--- config.mk ---
export PLATFORM = sky130hd
export DESIGN_NAME = gpio_pin_port
export DESIGN_NICKNAME = d
export VERILOG_FILES = /design/src/rtl/gpio_pin_pkg.sv /design/src/rtl/gpio_pin_ctrl.sv /design/src/rtl/gpio_pin_dp.sv /design/src/rtl/gpio_pin_port.sv
export SDC_FILE = /design/constraint.sdc
export NUM_CORES = 1
export LEC_CHECK = 0
export BUFFER_PORTS_ARGS = -buffer_cell sky130_fd_sc_hd__buf_2
export CORE_UTILIZATION = 50
export CTS_CLUSTER_SIZE = 12
export DETAILED_ROUTE_END_ITERATION = 6
export GPL_TIMING_DRIVEN = 0
export PLACE_DENSITY = 0.82
export SLEW_MARGIN = 20
export SYNTH_ARGS = -nofsm -noshare
export SYNTH_HDL_FRONTEND = slang
export SYNTH_SLANG_ARGS = --single-unit
--- constraint.sdc ---
create_clock -name clk -period 2.3 [get_ports clk]
set_input_delay 0 -clock clk [delete_from_list [all_inputs] [get_ports clk]]
set_output_delay 0 -clock clk [all_outputs]
set_load 0.01 [all_outputs]
--- src/rtl/gpio_pin_pkg.sv ---
package gpio_pin_pkg;

  localparam int ADDR_DATA  = 0;
  localparam int ADDR_DIR   = 1;
  localparam int ADDR_PULL  = 2;
  localparam int ADDR_SLEW  = 3;
  localparam int ADDR_DRIVE = 4;

  typedef enum logic [2:0] {
    SEL_NONE,
    SEL_DATA,
    SEL_DIR,
    SEL_PULL,
    SEL_SLEW,
    SEL_DRIVE
  } rdSel_e;

  typedef struct packed {
    logic   wrData;
    logic   wrDir;
    logic   wrPull;
    logic   wrSlew;
    logic   wrDrive;
    rdSel_e rdSel;
  } ctlStrobe_t;

endpackage

--- src/rtl/gpio_pin_ctrl.sv ---
module gpio_pin_ctrl
  import gpio_pin_pkg::*;
#(
  parameter int ADDR_W = 3
) (
  input  logic              clk,
  input  logic              rstN,
  input  logic [ADDR_W-1:0] busAddr,
  input  logic              busWrEn,
  output ctlStrobe_t        strobe
);

  always_comb begin
    strobe = '0;
    strobe.rdSel = SEL_NONE;
    case (int'(busAddr))
      ADDR_DATA: begin
        strobe.rdSel  = SEL_DATA;
        strobe.wrData = busWrEn;
      end
      ADDR_DIR: begin
        strobe.rdSel = SEL_DIR;
        strobe.wrDir = busWrEn;
      end
      ADDR_PULL: begin
        strobe.rdSel  = SEL_PULL;
        strobe.wrPull = busWrEn;
      end
      ADDR_SLEW: begin
        strobe.rdSel  = SEL_SLEW;
        strobe.wrSlew = busWrEn;
      end
      ADDR_DRIVE: begin
        strobe.rdSel   = SEL_DRIVE;
        strobe.wrDrive = busWrEn;
      end
      default: ;
    endcase
  end

  AST_ONE_STROBE: assert property (@(posedge clk) disable iff (!rstN)
    $onehot0({strobe.wrData, strobe.wrDir, strobe.wrPull, strobe.wrSlew, strobe.wrDrive}));

  AST_NO_WRITE_UNMAPPED: assert property (@(posedge clk) disable iff (!rstN)
    (strobe.rdSel == SEL_NONE) |-> !(strobe.wrData | strobe.wrDir | strobe.wrPull
                                     | strobe.wrSlew | strobe.wrDrive));

endmodule

--- src/rtl/gpio_pin_dp.sv ---
module gpio_pin_dp
  import gpio_pin_pkg::*;
#(
  parameter int WIDTH        = 8,
  parameter int OUT_ONLY_BIT = 2,
  parameter int SYNC_STAGES  = 2
) (
  input  logic             clk,
  input  logic             rstN,
  input  ctlStrobe_t       strobe,
  input  logic [WIDTH-1:0] busWrData,
  output logic [WIDTH-1:0] busRdData,
  input  logic [WIDTH-1:0] padIn,
  input  logic [WIDTH-1:0] perEn,
  input  logic [WIDTH-1:0] perOe,
  input  logic [WIDTH-1:0] perDo,
  input  logic [WIDTH-1:0] anaSel,
  output logic [WIDTH-1:0] padOe,
  output logic [WIDTH-1:0] padDo,
  output logic [WIDTH-1:0] padPu,
  output logic [WIDTH-1:0] padSlew,
  output logic [WIDTH-1:0] padDrive
);

  localparam int LAST_STAGE = SYNC_STAGES - 1;

  logic [WIDTH-1:0] latchQ, dirQ, pullQ, slewQ, driveQ;
  logic [SYNC_STAGES-1:0][WIDTH-1:0] syncQ;
  logic [WIDTH-1:0] dirEff, dataView;

  always_ff @(posedge clk or negedge rstN) begin
    if (!rstN) begin
      latchQ <= '0;
      dirQ   <= '0;
      pullQ  <= '0;
      slewQ  <= '0;
      driveQ <= '0;
    end else begin
      if (strobe.wrData)  latchQ <= busWrData;
      if (strobe.wrDir)   dirQ   <= busWrData;
      if (strobe.wrPull)  pullQ  <= busWrData;
      if (strobe.wrSlew)  slewQ  <= busWrData;
      if (strobe.wrDrive) driveQ <= busWrData;
    end
  end

  always_ff @(posedge clk or negedge rstN) begin
    if (!rstN) syncQ <= '0;
    else       syncQ <= {syncQ[SYNC_STAGES-2:0], padIn};
  end

  for (genvar b = 0; b < WIDTH; b++) begin : g_pin
    if (b == OUT_ONLY_BIT) begin : g_outOnly
      assign dirEff[b] = 1'b1;
      assign padOe[b]  = 1'b1;
    end else begin : g_bidir
      assign dirEff[b] = dirQ[b];
      assign padOe[b]  = perEn[b] ? perOe[b] : dirQ[b];
    end
    assign padDo[b]    = perEn[b] ? perDo[b] : latchQ[b];
    assign padPu[b]    = pullQ[b] & ~padOe[b] & ~anaSel[b];
    assign dataView[b] = dirEff[b] ? latchQ[b] : syncQ[LAST_STAGE][b];
  end

  assign padSlew  = slewQ;
  assign padDrive = driveQ;

  always_comb begin
    case (strobe.rdSel)
      SEL_DATA:  busRdData = dataView;
      SEL_DIR:   busRdData = dirQ;
      SEL_PULL:  busRdData = pullQ;
      SEL_SLEW:  busRdData = slewQ;
      SEL_DRIVE: busRdData = driveQ;
      default:   busRdData = '0;
    endcase
  end

  AST_PU_OFF_DRIVEN: assert property (@(posedge clk) disable iff (!rstN)
    (padPu & padOe) == '0);

  AST_PU_OFF_ANALOG: assert property (@(posedge clk) disable iff (!rstN)
    (padPu & anaSel) == '0);

  AST_DIR_RESET: assert property (@(posedge clk)
    !rstN |=> (dirQ == '0));

  AST_DIR_HOLD: assert property (@(posedge clk) disable iff (!rstN)
    !strobe.wrDir |=> $stable(dirQ));

  AST_PULL_HOLD: assert property (@(posedge clk) disable iff (!rstN)
    !strobe.wrPull |=> $stable(pullQ));

  AST_OUT_ONLY_OE: assert property (@(posedge clk) disable iff (!rstN)
    padOe[OUT_ONLY_BIT]);

endmodule

--- src/rtl/gpio_pin_port.sv ---
module gpio_pin_port
  import gpio_pin_pkg::*;
#(
  parameter int WIDTH        = 8,
  parameter int ADDR_W       = 3,
  parameter int OUT_ONLY_BIT = 2,
  parameter int SYNC_STAGES  = 2
) (
  input  logic              clk,
  input  logic              rstN,
  input  logic [ADDR_W-1:0] busAddr,
  input  logic              busWrEn,
  input  logic [WIDTH-1:0]  busWrData,
  output logic [WIDTH-1:0]  busRdData,
  input  logic [WIDTH-1:0]  padIn,
  input  logic [WIDTH-1:0]  perEn,
  input  logic [WIDTH-1:0]  perOe,
  input  logic [WIDTH-1:0]  perDo,
  input  logic [WIDTH-1:0]  anaSel,
  output logic [WIDTH-1:0]  padOe,
  output logic [WIDTH-1:0]  padDo,
  output logic [WIDTH-1:0]  padPu,
  output logic [WIDTH-1:0]  padSlew,
  output logic [WIDTH-1:0]  padDrive
);

  ctlStrobe_t strobe;

  gpio_pin_ctrl #(.ADDR_W(ADDR_W)) ctrl_i (
    .clk     (clk),
    .rstN    (rstN),
    .busAddr (busAddr),
    .busWrEn (busWrEn),
    .strobe  (strobe)
  );

  gpio_pin_dp #(
    .WIDTH        (WIDTH),
    .OUT_ONLY_BIT (OUT_ONLY_BIT),
    .SYNC_STAGES  (SYNC_STAGES)
  ) dp_i (
    .clk       (clk),
    .rstN      (rstN),
    .strobe    (strobe),
    .busWrData (busWrData),
    .busRdData (busRdData),
    .padIn     (padIn),
    .perEn     (perEn),
    .perOe     (perOe),
    .perDo     (perDo),
    .anaSel    (anaSel),
    .padOe     (padOe),
    .padDo     (padDo),
    .padPu     (padPu),
    .padSlew   (padSlew),
    .padDrive  (padDrive)
  );

endmodule

==> Word-level counts from Yosys, hierarchy flattened <==
Index checks and enable logic that the tools add are counted.
{ "classes": {"eq_ne": 9, "muxes": 29, "n_bitwise": 28, "n_reduce_logical": 1} }
{ "ops": {"columns": ["operator", "n"], "rows": [
  ["$pmux 8 s5", 1],
  ["$mux 1", 27],
  ["$pmux 3 s5", 1],
  ["$and 1x1->1", 14],
  ["$not 1->1", 14],
  ["$eq 3x2->1 const B", 4],
  ["$eq 3x3->1 const B", 3],
  ["$eq 3x1->1 const B", 2],
  ["$logic_not 3->1", 1]
]} }
{ "totals": {"register_bits": 56, "in_bits": 54, "out_inout_bits": 48, "wordCells": 74} }

==> Logic depth before layout (Yosys ltp) <==
Gate-level depths: netlist of the first run.
{ "logic_depth": {"word_depth": 4, "ltp_mapped": 5, "mapped_depth_nobuf": 3} }

==> Modules after synthesis <==
Synthesis of the first run repeated with hierarchy kept, for this count alone.
{ "unflattened": {"hier_cells": 202, "hier_area_um2": 2675.1} }
{ "modules_own_cells": {"columns": ["mod", "instances", "cells_per_inst", "area_per_inst_um2", "seq_area_each_um2"], "rows": [
  ["gpio_pin_dp", 1, 188, 2562.5, 1351.3],
  ["gpio_pin_ctrl", 1, 14, 112.6, 0.0]
]} }

==> Least setup slack after synthesis of the first run <==
No wires, ideal clock.
{ "synth_timing": {"path_kind": "reg2out", "start": "register dp_i.dirQ[5]", "end": "output port busRdData[5]", "arrival_ns": 1.052, "required_ns": 2.300, "path_slack_ns": 1.248, "stages_incl_launch_ff": 4, "path_buffers": 0, "cell_sequence": "dfrtp_1 -> mux2i_1 -> o311a_1 -> o21ai_0"} }
{ "synth_via": {"elab_chain_len": 2} }
{ "synth_rtl": {"columns": ["item", "line_no", "text"], "rows": [
  ["start: declaration", "gpio_pin_dp.sv:27", "logic [WIDTH-1:0] latchQ, dirQ, pullQ, slewQ, driveQ;"],
  ["start signal: assignment", "gpio_pin_dp.sv:40", "if (strobe.wrDir) dirQ <= busWrData;"],
  ["$mux 1", "gpio_pin_dp.sv:62", "assign dataView[b] = dirEff[b] ? latchQ[b] : syncQ[LAST_STAGE][b];"],
  ["$pmux 8 s5 (*)", "gpio_pin_dp.sv:69", "case (strobe.rdSel)"],
  ["end: declaration", "gpio_pin_port.sv:14", "output logic [WIDTH-1:0] busRdData,"]
]} }
Every way passes the cells marked *; elsewhere a longest branch is shown, timed or not.

==> Worst setup path after layout of the first run <==
{ "layout_timing": {"start": "register dp_i.dirQ[3]", "end": "output port busRdData[3]"} }
The elaborated chain is that of the path after synthesis.

==> results.py, run 1 <==
metrics = {
    "synthesis": {
        "synth_top_cell_by_area": "dfrtp_1",
        "synth_top_cell_area_share_pct": 52.8,
        "yosysSeqAreaShare_pct": 52.8,
        "syn_nets": 238,
        "syn_area_um2": 2560,
        "ys_warn_count": 0,
        "ys_types": 27,
        "synth_seq_cells": 54,
        "syn_area_per_cell_um2": 13.9,
        "synth.area.top_cells": "dfrtp_1, mux2_2, nor3b_1, o211ai_1, a22oi_1",
        "synthCells": 184,
    },
    "run_status": {
        "status": "finished, final reports clean",
    },
    "critical_path": {
        "path_class": "reg2out",
        "cp_slowest_stage_delay_ns": 0.41,
        "r2r-start": "dp_i.dirQ[1]$_DFFE_PN0P_",
        "cp_max_fo": 4,
        "cp.depth": 4,
        "startpoint_type": "register",
        "r2r_cells": 1,
        "r2r_slack_ns": 1.49,
        "path_delay_family": "flip-flops",
        "path_common_cell": "o211ai_1",
        "slowest_stage": "dfrtp_1",
        "critPathArrivalTime_ns": 1.51,
        "cp-end-kind": "output pin",
        "worstPathRequired_ns": 2.30,
        "critPathCapture": "busRdData[3]",
        "critical_path_buf_inv_count": 1,
        "crit_path_start": "dp_i.dirQ[3]$_DFFE_PN0P_",
        "r2r_end": "dp_i.dirQ[1]$_DFFE_PN0P_",
        "path_cells": "mux2_2, o211ai_1, o211ai_1, buf_2",
    },
    "floorplanning": {
        "die_w_um": 73.6,
        "ios": 102,
        "fp-row-count": 25,
        "die_h_um": 73.6,
        "initial_core_util_pct": 53.1,
        "core_um2": 4820,
        "die_area_um2": 5410,
    },
    "global_route": {
        "grt_first_pass_wirelength_mm": 9.27,
        "first_global_vias": 1913,
        "antenna_found_initial": 0,
        "grt_overflow": 0,
        "grt_max_degree": 55,
        "track_usage_pct": 23.2,
    },
    "route": {
        "drc_errors": 0,
        "vias": 1995,
        "detail_route.iter0.violations": 108,
        "dr.pass1.iters": 4,
        "via_per_inst": 5.38,
        "wirelength_mm": 5.93,
        "ant_nets": 0,
        "wl_per_cell_um": 16.0,
    },
    "finish": {
        "final_common_cell": "buf_2",
        "drive_gt1_share_pct": 58.2,
        "area_delta_synth_final_pct": 32.6,
        "finalCoreUtilization_pct": 70.5,
        "antenna_cells": 0,
        "fin_area_um2": 3400,
        "fin_cells": 371,
        "nNetsFinal": 357,
        "final_cell_mix": "buf_2, mux2_2, dfrtp_1",
        "multiInputGateArea_um2": 1150,
        "nFillCells": 379,
        "seq_area_um2": 1350,
    },
    "power": {
        "power.leakage_nw": 1.58,
        "peakVddDrop_uv": 512,
        "p_per_area_nw_per_um2": 749,
        "power_mw": 2.54,
    },
    "clock_tree": {
        "clkLatencyLatePin_ns": 0.31,
        "clk_pin_slew_ns": 0.09,
        "cts.htree.levels": 2,
        "ctsResizeCount": 0,
        "cts_tree": "yes",
        "clockBufferDepth": 2,
        "clock-root-buffer": "clkbuf_8",
        "clock_sinks": 54,
        "postCtsSetupRepairBufs": 0,
        "ctsHoldBuffers": 16,
        "cts-buffers-inserted": 5,
    },
    "flow_run": {
        "drv_cap": 0,
    },
    "sta": {
        "max_freq_mhz": 664,
        "worst_pin_slew_ns": 0.672,
        "setup_viol": 0,
        "relSlewSlack_pct": 55.2,
        "final_max_slew_viol_count": 0,
        "clock_skew_ns": 0.00563,
        "fin_crit_sh_pct": 65.4,
        "finalCriticalPeriod_ns": 1.51,
        "rsz0062_at_grt": "no",
        "tns_ns": 0,
        "hold_violations": 0,
    },
    "hold_path": {
        "hold_path_class": "in2out",
    },
    "placement": {
        "place_congestion": 0.743,
        "dp_hpwl_mm": 4.03,
        "portBuffers": 96,
        "placedCellCount": 347,
        "place_area_um2": 3130,
    },
}
## cells in the mapped netlist (all sizes together)
| library cell | n |
|---|---|
| mux2 | 61 |
| dfrtp | 54 |
| nor3b | 10 |
| o211ai | 8 |
| a22oi | 7 |
| buf | 6 |
| nand2 | 6 |
| nand2b | 5 |
| clkbuf | 4 |
| mux2i | 3 |
| a32oi | 2 |
| conb | 2 |
| nand3b | 2 |
| nor2b | 2 |
| nor3 | 2 |
| o221ai | 2 |
| a21oi | 1 |
| and3b | 1 |
| nand4b | 1 |
| nor2 | 1 |
| o21ai | 1 |
| o22ai | 1 |
| o311a | 1 |
| or3 | 1 |
## registers in the layout, indices dropped and copies added (netlist names)
| name | flops |
|---|---|
| dp_i.dirQ | 8 |
| dp_i.latchQ | 8 |
| dp_i.padDrive | 8 |
| dp_i.padSlew | 8 |
| dp_i.pullQ | 8 |
| dp_i.syncQ | 14 |
## layout make-up
cell class	instances	area share, %
clock buffer	5	2.03
sequential	54	39.8
timing repair buffer	112	18.9
multi-input combinational	120	33.9
buffer	10	1.69
tap	67	2.47
clock inverter	3	1.18
## worst min-delay path, delay by kind of cell
| family | cells | cell delay [ns] |
|---|---|---|
| buffers and inverters | 2 | 0.20 |
| AND/OR/NAND/NOR | 1 | 0.03 |
## through the flow
| stage | hold WS [ns] | setup WS [ns] |
|---|---|---|
| 2_1_floorplan | -0.296 | 1.25 |
| 3_3_place_gp | 0.107 | 0.958 |
| 3_5_place_dp | 0.0749 | 0.913 |
| 4_1_cts | 0.234 | 0.793 |
| 5_1_grt | 0.240 | 0.684 |
| 6_report | 0.234 | 0.795 |
## routing by layer
layer | track usage [%] | vias to the layer above | share of wire, %
li1 | - | 920 | -
met1 | 30.7 | 984 | 45
met2 | 38.9 | 85 | 49
met3 | 4.80 | 6 | 5.3
met4 | 6.20 | 0 | 0.93
met5 | 0 | - | 0
## power by group
| part | internal, mW | leakage (nW) | total [mW] | switching [mW] |
|---|---|---|---|---|
| sequential | 1.12 | 0.643 | 1.25 | 0.130 |
| clock | 0.321 | 0.0579 | 0.620 | 0.299 |
| combinational | 0.382 | 0.880 | 0.677 | 0.296 |
## cells by family (layout without fill, tap and decap cells)
family                 after synthesis  in the layout  share of synthesized area (%)
buffers and inverters               10            130                           2.25
multiplexers                        64             64                           28.0
AO/OA/AOI/OAI                       23             23                           6.79
other                                2              2                          0.293
flip-flops                          54             54                           52.8
AND/OR/NAND/NOR                     31             31                           9.87
## worst min path at each step
stage / from / to / cells past startpoint
5_1_grt: anaSel[4] / padPu[4] / 3
3_3_place_gp: padIn[7] / dp_i.syncQ[7]$_DFF_PN0_ / 1
2_1_floorplan: rstN / dp_i.dirQ[0]$_DFFE_PN0P_ / 0
3_5_place_dp: rstN / dp_i.syncQ[7]$_DFF_PN0_ / 1
4_1_cts: anaSel[5] / padPu[5] / 3
6_report: anaSel[7] / padPu[7] / 3
Power figures use the tool's default switching activity.
==> inputs of run 2 (changes only) <==
Settings changed: CORE_UTILIZATION 50 to 48, PLACE_DENSITY 0.82 to 0.79.
Clock period 2.3 ns to 1.5 ns, I/O delays scaled along.
==> results.py, run 2 (synthesized netlist as in run 1, its figures left out) <==
metrics = {
    "floorplanning": {
        "die_area_um2": 5630,
        "ios": 102,
        "die_w_um": 75.0,
        "die_h_um": 75.0,
        "initial_core_util_pct": 50.1,
        "core_um2": 5110,
        "fp-row-count": 26,
    },
    "finish": {
        "antenna_cells": 0,
        "finalCoreUtilization_pct": 68.5,
        "nFillCells": 417,
        "multiInputGateArea_um2": 1170,
        "final_common_cell": "buf_2",
        "fin_area_um2": 3500,
        "largest_reg_flops": 14,
        "nNetsFinal": 363,
        "seq_area_um2": 1350,
        "drive_gt1_share_pct": 60.0,
        "final_cell_mix": "buf_2, mux2_2, dfrtp_1",
        "regMostFlops": "dp_i.syncQ",
        "area_delta_synth_final_pct": 36.6,
    },
    "critical_path": {
        "path_class": "reg2out",
        "cp_max_fo": 2,
        "worstPathRequired_ns": 1.50,
        "critPathArrivalTime_ns": 1.50,
        "path_cells": "mux2_4, o211ai_1, o211ai_1, buf_2",
        "path_delay_family": "flip-flops",
        "cp-end-kind": "output pin",
        "path_common_cell": "o211ai_1",
        "critical_path_buf_inv_count": 1,
        "cp_slowest_stage_delay_ns": 0.41,
        "startpoint_type": "register",
        "slowest_stage": "dfrtp_1",
    },
    "sta": {
        "max_freq_mhz": 665,
        "final_max_slew_viol_count": 0,
        "rsz0062_at_grt": "yes",
        "tns_ns": -0.00272,
        "relSlewSlack_pct": 55.4,
        "worst_pin_slew_ns": 0.669,
        "finalCriticalPeriod_ns": 1.50,
        "hold_violations": 0,
        "fin_crit_sh_pct": 100,
        "clock_skew_ns": 0.000429,
        "whs_ns": 0.235,
        "setup_viol": 1,
        "setup_ws_ns": -0.00272,
    },
    "placement": {
        "portBuffers": 96,
        "place_area_um2": 3130,
        "place_congestion": 0.733,
        "dp_hpwl_mm": 3.88,
    },
    "route": {
        "wl_per_cell_um": 15.4,
        "wirelength_mm": 5.84,
        "vias": 1996,
        "detail_route.iter0.violations": 118,
        "via_per_inst": 5.25,
        "drc_errors": 0,
        "dr.pass1.iters": 4,
        "ant_nets": 0,
    },
    "hold_path": {
        "hold_path_class": "in2out",
    },
    "clock_tree": {
        "cts.htree.levels": 2,
        "cts-buffers-inserted": 5,
        "clockBufferDepth": 2,
        "clk_pin_slew_ns": 0.09,
        "clkLatencyLatePin_ns": 0.31,
        "clock_sinks": 54,
        "clock-root-buffer": "clkbuf_8",
        "cts_tree": "yes",
    },
    "power": {
        "power.leakage_nw": 1.63,
        "p_per_area_nw_per_um2": 1200,
        "peakVddDrop_uv": 942,
        "power_mw": 4.18,
    },
    "global_route": {
        "antenna_found_initial": 0,
        "grt_first_pass_wirelength_mm": 8.86,
        "grt_overflow": 0,
        "grt_max_degree": 55,
        "first_global_vias": 1834,
        "track_usage_pct": 22.2,
    },
    "flow_run": {
        "drv_cap": 0,
    },
    "run_status": {
        "violations": "negative setup slack",
        "status": "finished with violations",
    },
}
## run 2: cell count changes in the layout (fill, tap and decap cells not counted)
cell       previous run  this run
mux2_4                0         1
nor3b_2               0         3
bufinv_16             1         2
nor3b_1               8         5
clkbuf_8              5         6
clkinv_2              2         0
buf_4                 6        12
o21ai_1               0         1
mux2_2               61        60
o21ai_0               1         0
## run 2: final timing paths
check	start	cells past startpoint	slack, ns	end
worst max-delay path	dp_i.dirQ[0]$_DFFE_PN0P_	4	-0.003	busRdData[0]
worst min-delay path	anaSel[5]	3	0.24	padPu[5]
worst max register to register	dp_i.dirQ[7]$_DFFE_PN0P_	3	0.49	dp_i.dirQ[7]$_DFFE_PN0P_
worst min register to register	dp_i.syncQ[3]$_DFF_PN0_	0	0.36	dp_i.syncQ[11]$_DFF_PN0_
max in group asynchronous	rstN	2	0.79	dp_i.syncQ[4]$_DFF_PN0_
min in group asynchronous	rstN	2	0.26	dp_i.dirQ[0]$_DFFE_PN0P_
## run 2: layout make-up
| class | count | share of cell area [%] |
|---|---|---|
| Sequential cell | 54 | 38.6 |
| Clock buffer | 6 | 2.36 |
| Clock inverter | 2 | 1.72 |
| Timing Repair Buffer | 118 | 19.7 |
| Buffer | 10 | 1.65 |
| Multi-Input combinational cell | 120 | 33.5 |
| Tap cell | 70 | 2.50 |
## run 2: per-layer routing
| metal | up-vias | routed length (µm) | global-route usage [%] |
|---|---|---|---|
| li1 | 931 | - | - |
| met1 | 979 | 2490 | 27.9 |
| met2 | 78 | 2920 | 38.0 |
| met3 | 8 | 362 | 5.76 |
| met4 | 0 | 72 | 6.50 |
| met5 | - | 0 | 0 |
## run 2: report_power, final
group / switching (mW) / internal [mW]
sequential: 0.184 / 1.71
clock: 0.462 / 0.711
combinational: 0.475 / 0.635
## run 2: tightest hold or removal path, delay by kind of cell
family / cells / cell delay [ns]
buffers and inverters: 2 / 0.20
and+or+nand+nor: 1 / 0.03
## run 2: what timing repair did
item                                   CTS  global route
pin swaps                                1             0
gates resized for setup                  2             3
setup buffers                            4             2
setup endpoints to repair                4             8
endpoints found under the hold margin  101             0
hold buffers                            16             0
## run 2: metrics by stage
stage                     setup slack (ns)  instances
final                             -0.00272        380
after global routing               -0.0735        380
after CTS                          -0.0213        378
after detailed placement             0.134        350
after global placement               0.162        350
after floorplan                      0.448        184
